$ cat src/rtl/i2c_regblk_pkg.sv
// Package: register offsets, event bit positions and control/status bit
// positions shared by the register unit and its submodules.
package i2c_regblk_pkg;
    localparam int OFS_W  = 4;
    localparam int BUS_W  = 32;
    localparam int EV_W   = 10;
    localparam int CTRL_W = 16;

    typedef enum logic [OFS_W-1:0] {
        OFS_CTRL  = 4'd0,
        OFS_STAT  = 4'd1,
        OFS_ADDR  = 4'd2,
        OFS_DATA  = 4'd3,
        OFS_EVT   = 4'd4,
        OFS_XFER  = 4'd5,
        OFS_PAUSE = 4'd6,
        OFS_TMO   = 4'd7,
        OFS_MASK  = 4'd8,
        OFS_UNMSK = 4'd9,
        OFS_DOMSK = 4'd10
    } reg_ofs_e;

    // event register bit positions
    localparam int EV_RXOVF = 5;
    localparam int EV_TXOVF = 6;
    localparam int EV_RXUNF = 7;
    localparam int EV_RSVD  = 8;

    // control and status bit positions
    localparam int CT_DIR   = 0;
    localparam int CT_FLUSH = 6;
    localparam int ST_RXDV  = 5;
    localparam int ST_TXDV  = 6;
    localparam int ST_RXOVF = 7;
    localparam int ST_BUSY  = 8;
endpackage

$ cat src/rtl/i2c_regblk_fifo.sv
// Module: i2c_regblk_fifo
// Shared byte FIFO with one push port, one pop port and a synchronous flush.
// Assumes: a push while full and a pop while empty are dropped; flush wins
// over push and pop; DEPTH is at least 2.
module i2c_regblk_fifo #(
    parameter int DEPTH = 16,
    parameter int WIDTH = 8,
    localparam int AW = $clog2(DEPTH),
    localparam int CW = $clog2(DEPTH + 1)
) (
    input  logic             clk,
    input  logic             rst_n,
    input  logic             flush,
    input  logic             push,
    input  logic [WIDTH-1:0] push_data,
    input  logic             pop,
    output logic [WIDTH-1:0] head,
    output logic [CW-1:0]    count,
    output logic             full,
    output logic             empty
);
    logic [WIDTH-1:0] mem [DEPTH];
    logic [AW-1:0]    wr_ptr, rd_ptr;
    logic             push_ok, pop_ok;

    assign full    = (count == CW'(DEPTH));
    assign empty   = (count == '0);
    assign push_ok = push && !full && !flush;
    assign pop_ok  = pop && !empty && !flush;
    assign head    = mem[rd_ptr];

    // Advance a pointer with wrap at DEPTH.
    function automatic logic [AW-1:0] nxt(input logic [AW-1:0] p);
        return (p == AW'(DEPTH - 1)) ? '0 : p + 1'b1;
    endfunction

    // Store the pushed byte.
    always_ff @(posedge clk) begin
        if (push_ok) mem[wr_ptr] <= push_data;
    end

    // Maintain pointers and fill level.
    always_ff @(posedge clk) begin
        if (!rst_n || flush) begin
            wr_ptr <= '0;
            rd_ptr <= '0;
            count  <= '0;
        end else begin
            if (push_ok) wr_ptr <= nxt(wr_ptr);
            if (pop_ok)  rd_ptr <= nxt(rd_ptr);
            count <= count + CW'(push_ok) - CW'(pop_ok);
        end
    end

    AST_NO_OVERFLOW: assert property (@(posedge clk) disable iff (!rst_n)
        count <= CW'(DEPTH));
    AST_FLUSH_EMPTIES: assert property (@(posedge clk) disable iff (!rst_n)
        flush |=> (count == '0));
endmodule

$ cat src/rtl/i2c_regblk_irq.sv
// Module: i2c_regblk_irq
// Sticky event register (write-one-to-clear, set wins), a mask driven by
// separate unmask/mask strobes, and the combined interrupt line.
// Assumes: unmask and mask strobes never occur in the same cycle.
module i2c_regblk_irq #(
    parameter int EV_W = 10,
    parameter int RSVD_BIT = 8
) (
    input  logic            clk,
    input  logic            rst_n,
    input  logic [EV_W-1:0] set_vec,
    input  logic            clr_wr,
    input  logic            unmask_wr,
    input  logic            mask_wr,
    input  logic [EV_W-1:0] wbits,
    output logic [EV_W-1:0] evt_q,
    output logic [EV_W-1:0] mask_q,
    output logic            irq
);
    localparam logic [EV_W-1:0] VALID = ~(EV_W'(1) << RSVD_BIT);

    logic [EV_W-1:0] set_eff, clr_eff;

    assign set_eff = set_vec & VALID;
    assign clr_eff = clr_wr ? wbits : '0;
    assign irq     = |(evt_q & ~mask_q);

    // Latch events; a set in the same cycle beats a clear.
    always_ff @(posedge clk) begin
        if (!rst_n) evt_q <= '0;
        else        evt_q <= (evt_q & ~clr_eff) | set_eff;
    end

    // Update the mask from the unmask and mask strobes.
    always_ff @(posedge clk) begin
        if (!rst_n)         mask_q <= '1;
        else if (unmask_wr) mask_q <= mask_q & ~wbits;
        else if (mask_wr)   mask_q <= mask_q | wbits;
    end

    AST_SET_WINS: assert property (@(posedge clk) disable iff (!rst_n)
        (set_eff != '0) |=> ((evt_q & $past(set_eff)) == $past(set_eff)));
    AST_RSVD_ZERO: assert property (@(posedge clk) disable iff (!rst_n)
        !evt_q[RSVD_BIT]);
    AST_UNMASK: assert property (@(posedge clk) disable iff (!rst_n)
        unmask_wr |=> ((mask_q & $past(wbits)) == '0));
    AST_DOMASK: assert property (@(posedge clk) disable iff (!rst_n)
        mask_wr |=> ((mask_q & $past(wbits)) == $past(wbits)));
endmodule

$ cat src/rtl/i2c_regblk.sv
// Module: i2c_regblk
// Host register file of a byte-oriented I2C master. It decodes the word-offset
// bus, routes host and engine traffic into the shared FIFO, raises FIFO misuse
// events, and keeps control, address, timeout and transfer-size registers.
// Assumes: req_wr and req_rd are never high together; at most one of host push
// and engine push is meaningful in a cycle (host push takes the port).
module i2c_regblk
    import i2c_regblk_pkg::*;
#(
    parameter int FIFO_DEPTH = 16,
    parameter int DATA_W = 8,
    parameter int XFER_W = 8,
    parameter int ADDR_W = 10,
    parameter int TMO_W = 8,
    localparam int CW = $clog2(FIFO_DEPTH + 1)
) (
    input  logic              clk,
    input  logic              rst_n,
    input  logic              req_wr,
    input  logic              req_rd,
    input  logic [OFS_W-1:0]  req_addr,
    input  logic [BUS_W-1:0]  req_wdata,
    output logic [BUS_W-1:0]  rsp_rdata,
    input  logic [EV_W-1:0]   evt_in,
    input  logic              eng_busy,
    input  logic              eng_tx_pop,
    output logic [DATA_W-1:0] tx_byte,
    input  logic              eng_rx_push,
    input  logic [DATA_W-1:0] eng_rx_data,
    input  logic              eng_xfer_dec,
    output logic [CW-1:0]     fifo_cnt,
    output logic [XFER_W-1:0] xfer_left,
    output logic [CTRL_W-1:0] ctrl_o,
    output logic [ADDR_W-1:0] slv_addr,
    output logic [TMO_W-1:0]  tmo_val,
    output logic              irq
);
    logic [CTRL_W-1:0] ctrl_q;
    logic [ADDR_W-1:0] addr_q;
    logic [TMO_W-1:0]  tmo_q;
    logic [XFER_W-1:0] xfer_q;
    logic [BUS_W-1:0]  rdata_q, rd_mux;
    logic [EV_W-1:0]   evt_q, mask_q, set_vec;
    logic              ctrl_wr, xfer_wr, host_push, host_pop;
    logic              fifo_full, fifo_empty;
    logic [DATA_W-1:0] fifo_head;
    logic [BUS_W-1:0]  status;
    logic              unused_wbits;

    assign unused_wbits = &{1'b0, req_wdata[BUS_W-1:CTRL_W]};

    assign ctrl_wr   = req_wr && (req_addr == OFS_CTRL);
    assign xfer_wr   = req_wr && (req_addr == OFS_XFER);
    assign host_push = req_wr && (req_addr == OFS_DATA);
    assign host_pop  = req_rd && !req_wr && (req_addr == OFS_DATA);

    i2c_regblk_fifo #(.DEPTH(FIFO_DEPTH), .WIDTH(DATA_W)) u_fifo (
        .clk       (clk),
        .rst_n     (rst_n),
        .flush     (ctrl_q[CT_FLUSH]),
        .push      (host_push || eng_rx_push),
        .push_data (host_push ? req_wdata[DATA_W-1:0] : eng_rx_data),
        .pop       (host_pop || eng_tx_pop),
        .head      (fifo_head),
        .count     (fifo_cnt),
        .full      (fifo_full),
        .empty     (fifo_empty)
    );

    // Merge engine events with the FIFO misuse events raised here.
    always_comb begin
        set_vec = evt_in;
        if (host_push && fifo_full)                 set_vec[EV_TXOVF] = 1'b1;
        if (!host_push && eng_rx_push && fifo_full) set_vec[EV_RXOVF] = 1'b1;
        if (host_pop && fifo_empty)                 set_vec[EV_RXUNF] = 1'b1;
    end

    i2c_regblk_irq #(.EV_W(EV_W), .RSVD_BIT(EV_RSVD)) u_irq (
        .clk       (clk),
        .rst_n     (rst_n),
        .set_vec   (set_vec),
        .clr_wr    (req_wr && (req_addr == OFS_EVT)),
        .unmask_wr (req_wr && (req_addr == OFS_UNMSK)),
        .mask_wr   (req_wr && (req_addr == OFS_DOMSK)),
        .wbits     (req_wdata[EV_W-1:0]),
        .evt_q     (evt_q),
        .mask_q    (mask_q),
        .irq       (irq)
    );

    // Assemble the live status word.
    always_comb begin
        status = '0;
        status[ST_RXDV]  = !fifo_empty && ctrl_q[CT_DIR];
        status[ST_TXDV]  = !fifo_empty && !ctrl_q[CT_DIR];
        status[ST_RXOVF] = evt_q[EV_RXOVF];
        status[ST_BUSY]  = eng_busy;
    end

    // Select the register addressed by a read.
    always_comb begin
        case (req_addr)
            OFS_CTRL: rd_mux = BUS_W'(ctrl_q);
            OFS_STAT: rd_mux = status;
            OFS_ADDR: rd_mux = BUS_W'(addr_q);
            OFS_DATA: rd_mux = fifo_empty ? '0 : BUS_W'(fifo_head);
            OFS_EVT:  rd_mux = BUS_W'(evt_q);
            OFS_XFER: rd_mux = BUS_W'(xfer_q);
            OFS_TMO:  rd_mux = BUS_W'(tmo_q);
            OFS_MASK: rd_mux = BUS_W'(mask_q);
            default:  rd_mux = '0;
        endcase
    end

    // Register read data for the cycle after the strobe.
    always_ff @(posedge clk) begin
        if (!rst_n)      rdata_q <= '0;
        else if (req_rd) rdata_q <= rd_mux;
    end

    // Control word; the flush bit clears itself after one cycle.
    always_ff @(posedge clk) begin
        if (!rst_n)       ctrl_q <= '0;
        else if (ctrl_wr) ctrl_q <= req_wdata[CTRL_W-1:0];
        else              ctrl_q[CT_FLUSH] <= 1'b0;
    end

    // Target address and timeout registers.
    always_ff @(posedge clk) begin
        if (!rst_n) begin
            addr_q <= '0;
            tmo_q  <= '1;
        end else if (req_wr) begin
            if (req_addr == OFS_ADDR) addr_q <= req_wdata[ADDR_W-1:0];
            if (req_addr == OFS_TMO)  tmo_q  <= req_wdata[TMO_W-1:0];
        end
    end

    // Transfer size: host load, engine decrement with a floor at zero.
    always_ff @(posedge clk) begin
        if (!rst_n)                          xfer_q <= '0;
        else if (xfer_wr)                    xfer_q <= req_wdata[XFER_W-1:0];
        else if (eng_xfer_dec && xfer_q != 0) xfer_q <= xfer_q - 1'b1;
    end

    assign rsp_rdata = rdata_q;
    assign tx_byte   = fifo_head;
    assign xfer_left = xfer_q;
    assign ctrl_o    = ctrl_q;
    assign slv_addr  = addr_q;
    assign tmo_val   = tmo_q;

    AST_FLUSH_SELF_CLEAR: assert property (@(posedge clk) disable iff (!rst_n)
        (ctrl_q[CT_FLUSH] && !ctrl_wr) |=> !ctrl_q[CT_FLUSH]);
    AST_XFER_FLOOR: assert property (@(posedge clk) disable iff (!rst_n)
        (eng_xfer_dec && !xfer_wr && xfer_q == 0) |=> (xfer_q == 0));
    AST_UNDERFLOW_FLAG: assert property (@(posedge clk) disable iff (!rst_n)
        (host_pop && fifo_empty) |=> evt_q[EV_RXUNF]);
endmodule

$ cat config.mk
export PLATFORM = sky130hd
export DESIGN_NAME = i2c_regblk
export DESIGN_NICKNAME = d
export VERILOG_FILES = /design/src/rtl/i2c_regblk_pkg.sv /design/src/rtl/i2c_regblk_fifo.sv /design/src/rtl/i2c_regblk_irq.sv /design/src/rtl/i2c_regblk.sv
export SDC_FILE = /design/constraint.sdc
export NUM_CORES = 1
export LEC_CHECK = 0
export BUFFER_PORTS_ARGS = -buffer_cell sky130_fd_sc_hd__buf_2
export CELL_PAD_IN_SITES_DETAIL_PLACEMENT = 0
export CELL_PAD_IN_SITES_GLOBAL_PLACEMENT = 1
export CORE_ASPECT_RATIO = 1.5
export CORE_MARGIN = 2
export CORE_UTILIZATION = 30
export CTS_CLUSTER_SIZE = 30
export DETAILED_ROUTE_END_ITERATION = 16
export MAX_ROUTING_LAYER = met4
export PLACE_DENSITY_LB_ADDON = 0.1
export SLEW_MARGIN = 20
export SYNTH_ARGS = -nofsm -noshare
export SYNTH_HDL_FRONTEND = slang
export SYNTH_SLANG_ARGS = --single-unit
$ cat constraint.sdc
create_clock -name clk -period 6.7 [get_ports clk]
set_clock_uncertainty 0.05 [all_clocks]
set_input_delay 0.67 -clock clk [delete_from_list [all_inputs] [get_ports clk]]
set_output_delay 0.67 -clock clk [all_outputs]
set_load 0.005 [all_outputs]
==> results of run 1 <==
==> power by group <==
part           total, mW  internal [mW]  switching [mW]
Combinational      0.661          0.304           0.357
Clock               1.27          0.699           0.570
Sequential          1.59           1.52          0.0719
==> logic make-up after synthesis <==
logic type	Yosys count	synth area share, %
and+or+nand+nor	232	12.2
muxes	64	11.3
DFF	223	58.1
xor gates and xnor gates	8	0.709
adders and majority gates	14	1.85
AOI/OAI and AO/OA	157	11.0
buffers and inverters	90	4.82
other	1	0.0379
==> state kept, by name (all words and copies together), names as in the netlist, named ones only <==
signal         flops
u_fifo.mem       128
ctrl_o            16
rsp_rdata         16
slv_addr          10
u_irq.evt_q       10
tmo_val            8
xfer_left          8
u_fifo.count       5
u_fifo.rd_ptr      4
u_fifo.wr_ptr      4
==> layout by cell type, fill, tap and decap left out, types with 21 or more instances in the layout <==
| cell | count |
|---|---|
| edfxtp_1 | 128 |
| buf_2 | 116 |
| nand2_1 | 93 |
| dfxtp_1 | 93 |
| nor2b_1 | 37 |
| a21oi_1 | 33 |
| inv_1 | 28 |
| clkbuf_16 | 24 |
| nor2_1 | 22 |
| mux2i_1 | 21 |
| nand3_1 | 21 |
==> worst paths after layout <==
| check | slack, ns | startpoint | end |
|---|---|---|---|
| max reg2reg | 3.21 | u_fifo.count[2] | u_fifo.count[4] |
| min reg2reg | 0.42 | u_irq.evt_q[8] | u_irq.evt_q[8] |
| max | 3.17 | req_addr[1] | u_fifo.count[4] |
| min | 0.29 | evt_in[3] | u_irq.evt_q[3] |
==> metrics by stage <==
stage	util (%)	hold WS (ns)
2_1_floorplan	-	0.375
3_3_place_gp	33.0	0.411
3_5_place_dp	33.0	0.414
4_1_cts	35.3	0.267
5_1_grt	35.3	0.279
6_report	35.3	0.287
==> synth_stat cells (3+ instances only) <==
library cell / number
nand2_1: 93
mux2_2: 11
dfxtp_1: 95
nor3_1: 3
o21a_1: 8
nand2b_1: 3
ha_1: 13
a21oi_1: 33
mux2i_1: 21
or4_1: 3
and4_1: 3
a2bb2oi_1: 5
o22ai_1: 5
nor4_1: 5
a22o_1: 5
and2_1: 6
o21ai_0: 19
a221o_1: 8
a31oi_1: 10
xnor2_1: 4
a22oi_1: 18
buf_4: 19
nand3_1: 21
a21o_1: 3
nor2_1: 22
mux4_1: 17
a21boi_0: 12
and3_1: 9
or3_1: 6
nand4_1: 4
xor2_1: 4
edfxtp_1: 128
a21boi_1: 3
o211ai_1: 12
mux4_2: 15
nor2b_1: 37
buf_2: 16
inv_1: 28
clkbuf_1: 22
==> critical path: cells and delay by family <==
kind / cells / cell delay, ns
buf+inv: 4 / 0.46
fa+ha+maj: 3 / 0.90
simple gates: 4 / 1.19
compound gates: 3 / 0.67
==> layer usage <==
layer | routed length [um] | vias to the layer above | track usage [%]
met5 | 0 | - | -
met3 | 1070 | 37 | 2.31
met1 | 11300 | 3150 | 18.7
li1 | - | 3134 | -
met4 | 639 | 0 | 4.64
met2 | 15600 | 137 | 32.2
==> area by class of cell <==
type	instances	area share [%]
flip-flops and latches	223	50.0
multi-input cells	491	32.4
repair buffers	125	5.64
clock buffers	26	5.29
well taps	415	4.52
clock inverters	16	1.15
inverters	28	0.915
==> flow_summary.ini, run 1 <==
[status]
status = complete, no violations

[setup_path]
cp_slowest_cell = nand2_1
cp_data_required_time_ns = 7.10
critical_path_peak_fanout = 30
reg2regPathDepth = 14
max_stage_delay_ns = 0.46
crit_chain = buf_2 -> buf_4 -> nand2_1 -> and4bb_1 -> o21ai_1 -> inv_1 -> ha_1 -> inv_1 -> ha_1 -> fa_1 -> a21oi_1 -> nor2_1 -> or3_1 -> a21oi_1
cp.arrival_ns = 3.93
crit_type = primary input to register
start_kind = primary input
end_kind = register

[yosys]
netlist_instances = 789
yosysSeqAreaShare_pct = 58.1
synthTopCellsByArea = edfxtp_1 39%, dfxtp_1 19%, mux4_1 4.5%
ys.flop_type = edfxtp_1
ys_ff_latch = 223
synth_cell_types = 72
yosysWarnings = 0
synth_top_area_share_pct = 38.9
synth_edf_count = 128
synth_top_area_cell = edfxtp_1
synth_area_sq_mm = 0.00989
synthArstFlopShare_pct = 0
synth.avg_cell_area_sq_um = 12.5

[timing]
fmax_mhz = 284
maxSlewHeadroom_pct = 34.6
setup_slack_ns = 3.17
rsz0062_at_grt = no
final_max_slew_viol_count = 0
finalCriticalPeriod_ns = 3.53
tightest_slew_ns = 0.978
final.setup.tns_ns = 0
fin_crit_sh_pct = 52.6
finalSetupViolCount = 0
finalHoldViolCount = 0

[layout]
layout-drive-gt1-share_pct = 21.6
final_cells = 1324
nNetsFinal = 969
multiInputGateArea_sq_mm = 0.00373
ff_latch_area_sq_mm = 0.00575
n_antenna_cell = 0
nFillCells = 3251
postLayoutCellArea_sq_mm = 0.0115
area.growth.synth_to_final_pct = 16.2

[clock_network]
cts-htree-levels = 1
post_cts_buffers = 0
clock-root-buffer = clkbuf_16
clock_path_buffers = 3
cts_inserted_buffers = 24
numClockSinks = 223
cts_hold_buffers = 0
path_clk_slew_ns = 0.07
clock_latency_ns = 0.54
tritoncts = built
ctsResizeCount = 0

[grt]
track_usage_pct = 17.0
grt_pass1_wl_um = 43000
grt_overflow_total = 0
antenna_found_initial = 0
grt_max_degree = 42
grt_pass1_vias = 6703

[routing]
dr.pass1.iters = 4
wl_per_cell_um = 21.6
vias = 6458
viasPerCell = 4.88
drt_iter0_markers = 323
drt_wl_total_um = 28600
ant_nets = 0
drc = 0

[power_and_ir_drop]
p_leak_nw = 4.31
p_total_mw = 3.52
ir_worst_vdd_mv = 0.191
power_density_mw_per_mm2 = 306

[placed_design]
placement.cell_area_sq_mm = 0.0107
place_ws_ns = 2.62
hpwl_um = 20400
io_buffers = 116
gp_congestion = 0.723
dp.cells = 1282

[die]
core_area_sq_mm = 0.0325
die_y_um = 226
io_pins = 150
start_util_pct = 30.4
fp.dieW_um = 152
num_rows = 81
die_area_sq_mm = 0.0345

[min_path]
min_delay_path_depth = 2
hold_class = primary input to register

[job]
maxCapViolCount = 0
Note: power is estimated with default switching activity, not from simulation.
==> inputs of run 2 (changes only) <==
clock period = 3.54 ns   (was 6.7 ns; I/O delays follow)
==> flow_summary.ini, run 2 (synthesized netlist as in run 1, its figures left out) <==
[status]
status = complete, no violations

[die]
num_rows = 81
die_area_sq_mm = 0.0345
fp.dieW_um = 152
start_util_pct = 30.4
core_area_sq_mm = 0.0325
die_y_um = 226
io_pins = 150

[layout]
largest_reg_flops = 128
layout-drive-gt1-share_pct = 21.8
nFillCells = 3186
n_antenna_cell = 0
layout_commonest_cell = edfxtp_1
nNetsFinal = 992
largest-register = u_fifo.mem
area.growth.synth_to_final_pct = 18.5
final_cell_mix = 128 x edfxtp_1, 116 x buf_2, 94 x dfxtp_1, 93 x nand2_1, 37 x nor2b_1

[power_and_ir_drop]
ir_worst_vdd_mv = 0.320
p_sw_share_pct = 27.4
pwr-share-seq_pct = 43.9
p_clk_share_pct = 36.8
power_density_mw_per_mm2 = 583
p_comb_share_pct = 19.3
power.internal_mw = 4.96
p_leak_nw = 4.45
power.switching_mw = 1.87

[timing]
maxSlewHeadroom_pct = 46.2
final.setup.tns_ns = 0
final_max_slew_viol_count = 0
setup_slack_ns = 0.596
finalSetupViolCount = 0
rsz0062_at_grt = no
finalCriticalPeriod_ns = 2.94
tightest_slew_ns = 0.805
finalHoldViolCount = 0
fin_crit_sh_pct = 83.2
fmax_mhz = 340

[routing]
viasPerCell = 4.87
drc = 0
wl_per_cell_um = 21.3
ant_nets = 0
drt_wl_total_um = 28700
drt_iter0_markers = 327
vias = 6576
dr.pass1.iters = 5

[clock_network]
cts-htree-levels = 1
path_clk_slew_ns = 0.06
numClockSinks = 223
tritoncts = built
clock_path_buffers = 3
ctsResizeCount = 0
post_cts_buffers = 0
clock-root-buffer = clkbuf_16
cts_hold_buffers = 8
clock_latency_ns = 0.54
cts_inserted_buffers = 24

[setup_path]
crit_type = register to register
timing.rr.end = u_fifo.count[4]
crit_chain = inv_1 -> ha_1 -> nor4b_1 -> nor2_1 -> o21ai_1 -> inv_1 -> ha_1 -> inv_1 -> ha_1 -> fa_1 -> a21oi_1 -> nor2_1 -> or3_1 -> a21oi_1
reg2reg_slack_ns = 0.60
critical_path_peak_fanout = 3
cp_slowest_cell = fa_1
cp.arrival_ns = 3.34
cp_data_required_time_ns = 3.94
end_kind = register
r2r_start = u_fifo.count[2]
reg2regPathDepth = 14
start_kind = register
max_stage_delay_ns = 0.41

[placed_design]
gp_congestion = 0.746
hpwl_um = 20900
place_ws_ns = 0.614
io_buffers = 116

[grt]
grt_pass1_vias = 6697
grt_max_degree = 54
grt_pass1_wl_um = 43500
antenna_found_initial = 0
grt_overflow_total = 0
track_usage_pct = 17.1

[job]
maxCapViolCount = 0

[min_path]
hp-start = req_wdata[14]
hold_end = ctrl_o[14]
hold_class = primary input to register
min_delay_path_depth = 3
run 2: cell types whose count changed in the layout (fill, tap and decap cells not counted), moves of 2 or more:
cell           delta
clkbuf_1          +6
buf_4            +14
clkinv_1          +2
clkinv_4          -2
dlygate4sd3_1     +8
clkinvlp_2        -4
bufinv_16         +2
clkinvlp_4        -2
run 2: layout make-up:
type | count | area, sq um | share of cell area [%]
clock inverter | 12 | 144 | 1.23
inverter | 28 | 105 | 0.897
multi-input combinational | 491 | 3720 | 31.7
tap | 415 | 519 | 4.43
timing repair buffer | 148 | 853 | 7.28
sequential | 223 | 5750 | 49.0
clock buffer | 32 | 631 | 5.38
run 2: metrics by stage:
stage                     cell area [sq um]  hold slack [ns]  util [%]  power [mW]  instances
final                                 11700           0.0227      36.0        6.83       1349
after global placement                10900            0.404      33.4        4.40       1297
after CTS                             11700         0.000591      36.0        6.95       1349
after floorplan                        9940            0.375         -        3.95        804
after detailed placement              10900            0.410      33.4        4.39       1297
after global routing                  11700           0.0251      36.0        7.17       1349
run 2: how the worst max path moves through the flow:
stage	depth (start not counted)	slack [ns]	from	endpoint
floorplan	14	0.63	u_fifo.count[3]	u_fifo.count[4]
global placement	14	0.61	u_fifo.count[2]	u_fifo.count[4]
detailed placement	14	0.61	u_fifo.count[2]	u_fifo.count[4]
CTS	14	0.57	u_fifo.count[2]	u_fifo.count[4]
global route	14	0.21	u_fifo.count[2]	u_fifo.count[4]
finish	14	0.60	u_fifo.count[2]	u_fifo.count[4]
run 2: power groups by stage:
| stage | combinational, mW | clock (mW) | sequential, mW |
|---|---|---|---|
| after floorplan | 0.937 | 0 | 3.01 |
| after global placement | 1.34 | 0 | 3.06 |
| after detailed placement | 1.34 | 0 | 3.06 |
| after CTS | 1.35 | 2.60 | 3.00 |
| after global routing | 1.47 | 2.68 | 3.02 |
| final | 1.31 | 2.52 | 3.00 |
run 2: routing by layer:
metal / global-route usage (%) / vias to the layer above / routed length [um]
li1: - / 3190 / -
met1: 18.7 / 3224 / 11200
met2: 32.8 / 134 / 15900
met3: 2.27 / 28 / 1110
met4: 4.22 / 0 / 480
met5: - / - / 0
run 2: critical path: cells and delay by family, from the launching register on:
kind,cells,cell delay [ns]
simple gates,4,0.85
compound gates,3,0.39
buf+inv,3,0.19
flops,1,0.33
fa+ha+maj,4,1.06
==> inputs of run 3 (changes only) <==
ABC_AREA = 1   (was unset)
clock period = 3 ns   (was 3.54 ns; I/O delays follow)
==> flow_summary.ini, run 3 <==
[layout]
area.growth.synth_to_final_pct = 20.1
finish.utilization_pct = 36.3
final_cells = 1785
final_cell_mix = 326 x nand2_1, 171 x inv_1, 140 x nand3_1, 128 x edfxtp_1, 116 x buf_2
postLayoutCellArea_sq_mm = 0.0123
largest-register = u_fifo.mem
layout_commonest_cell = nand2_1
nFillCells = 3606
layout-drive-gt1-share_pct = 16.3
ff_latch_area_sq_mm = 0.00575
n_antenna_cell = 0
multiInputGateArea_sq_mm = 0.00355
nNetsFinal = 1420
largest_reg_flops = 128

[grt]
grt_max_degree = 65
grt_overflow_total = 0
track_usage_pct = 19.4
antenna_found_initial = 0
grt_pass1_vias = 8084
grt_pass1_wl_um = 50400

[power_and_ir_drop]
p_leak_nw = 5.44
p_total_mw = 9.00
power_density_mw_per_mm2 = 730
ir_worst_vdd_mv = 0.361

[placed_design]
placement.cell_area_sq_mm = 0.0114
place_ws_ns = 0.155
hpwl_um = 24600
gp_congestion = 0.844
io_buffers = 116
dp.cells = 1729

[clock_network]
cts_inserted_buffers = 23
clock_path_buffers = 3
clock-root-buffer = clkbuf_16
tritoncts = built
clock_latency_ns = 0.53
path_clk_slew_ns = 0.06
cts-htree-levels = 1
numClockSinks = 223

[setup_path]
cp_data_required_time_ns = 2.65
crit_buf_inv = 2
crit_chain = buf_4 -> nand2_1 -> nand3_1 -> nand3_1 -> nand3_1 -> nand2_1 -> buf_2
reg2regPathDepth = 15
start_kind = register
cp_slowest_cell = buf_4
max_stage_delay_ns = 0.58
end_kind = primary output
crit_type = register to primary output
crit_family = simple AND/OR/NAND/NOR gates
critical_path_peak_fanout = 64
cp.arrival_ns = 2.46
cp.depth = 7
critPathMostFrequentCell = nand3_1

[routing]
drc = 0
drt_wl_total_um = 33600
viasPerCell = 4.60
dr.pass1.iters = 5
drt_iter0_markers = 416
wl_per_cell_um = 18.8
ant_nets = 0
vias = 8214

[yosys]
yosysWarnings = 0
synth_cell_types = 43
synth_top_area_share_pct = 37.4
synth_edf_count = 128
synth_area_sq_mm = 0.0103
synthArstFlopShare_pct = 0
synth_common_cells = 326 x nand2_1, 172 x inv_1, 140 x nand3_1, 128 x edfxtp_1, 95 x dfxtp_1
ys.flop_type = edfxtp_1
synth.avg_cell_area_sq_um = 8.59
synthTopCellsByArea = edfxtp_1 37%, dfxtp_1 19%, nand2_1 12%
netlist_instances = 1195
synth_top_area_cell = edfxtp_1
yosysMostFrequentCell = nand2_1
ys_ff_latch = 223
yosysSeqAreaShare_pct = 56.0

[timing]
finalHoldViolCount = 0
fmax_mhz = 356
finalCriticalPeriod_ns = 2.81
final.setup.tns_ns = 0
fin_crit_sh_pct = 93.7
maxSlewHeadroom_pct = 50.5
setup_slack_ns = 0.189
rsz0062_at_grt = no
fin_hold_ws_ns = 0.0270
finalSetupViolCount = 0
tightest_slew_ns = 0.743
final_max_slew_viol_count = 0

[min_path]
min_delay_path_depth = 3
hold_class = primary input to register

[die]
start_util_pct = 30.2
core_area_sq_mm = 0.0340
io_pins = 150
die_y_um = 231
fp.dieW_um = 155
die_area_sq_mm = 0.0357
num_rows = 83

[status]
status = complete, no violations

[job]
maxCapViolCount = 0
## run 3: final cells by class
cell class	count	area share, %
sequential	223	46.6
multi-input combinational	744	28.8
timing repair buffer	172	8.53
inverter	180	5.49
clock buffer	31	5.25
tap	425	4.31
clock inverter	10	1.03
## run 3: power breakdown
group	internal (mW)	switching, mW	total, mW
Combinational	0.825	1.61	2.43
Sequential	3.42	0.143	3.56
Clock	1.77	1.23	3.00
Total	6.01	2.98	9.00
## run 3: cells by family after synthesis
group / synth area share, %
xor+xnor: 0.597
buf+inv: 10.0
simple gates: 23.4
other cells: 0.0365
compound gates: 8.13
flops: 56.0
fa+ha+maj: 1.78
## run 3: path summary, 6_finish.rpt
path,start,endpoint,slack [ns]
min,req_wdata[7],register,0.03
max,register,tx_byte[2],0.19
min reg2reg,u_irq.evt_q[8],u_irq.evt_q[8],0.41
max reg2reg,u_fifo.count[3],u_fifo.count[4],0.28
## run 3: worst register-to-register path: cells and delay by family, from the launching register on
family	cells	cell delay [ns]
fa+ha+maj	4	1.06
simple gates	5	0.71
flops	1	0.33
buf+inv	4	0.30
compound gates	2	0.19
## run 3: metal layers
| metal | up-vias | GRT usage (%) | part of all wire, % |
|---|---|---|---|
| li1 | 4156 | - | - |
| met1 | 3860 | 20.9 | 38 |
| met2 | 147 | 37.1 | 56 |
| met3 | 51 | 1.69 | 2.9 |
| met4 | 0 | 6.39 | 3.2 |
| met5 | - | - | 0 |
## run 3: repair_timing
action                                 in CTS  in global routing
gates resized for setup                     0                  1
endpoints found under the hold margin      15                  0
hold buffers                               15                  0
setup buffers                               0                  0
setup endpoints to repair                   0                  1
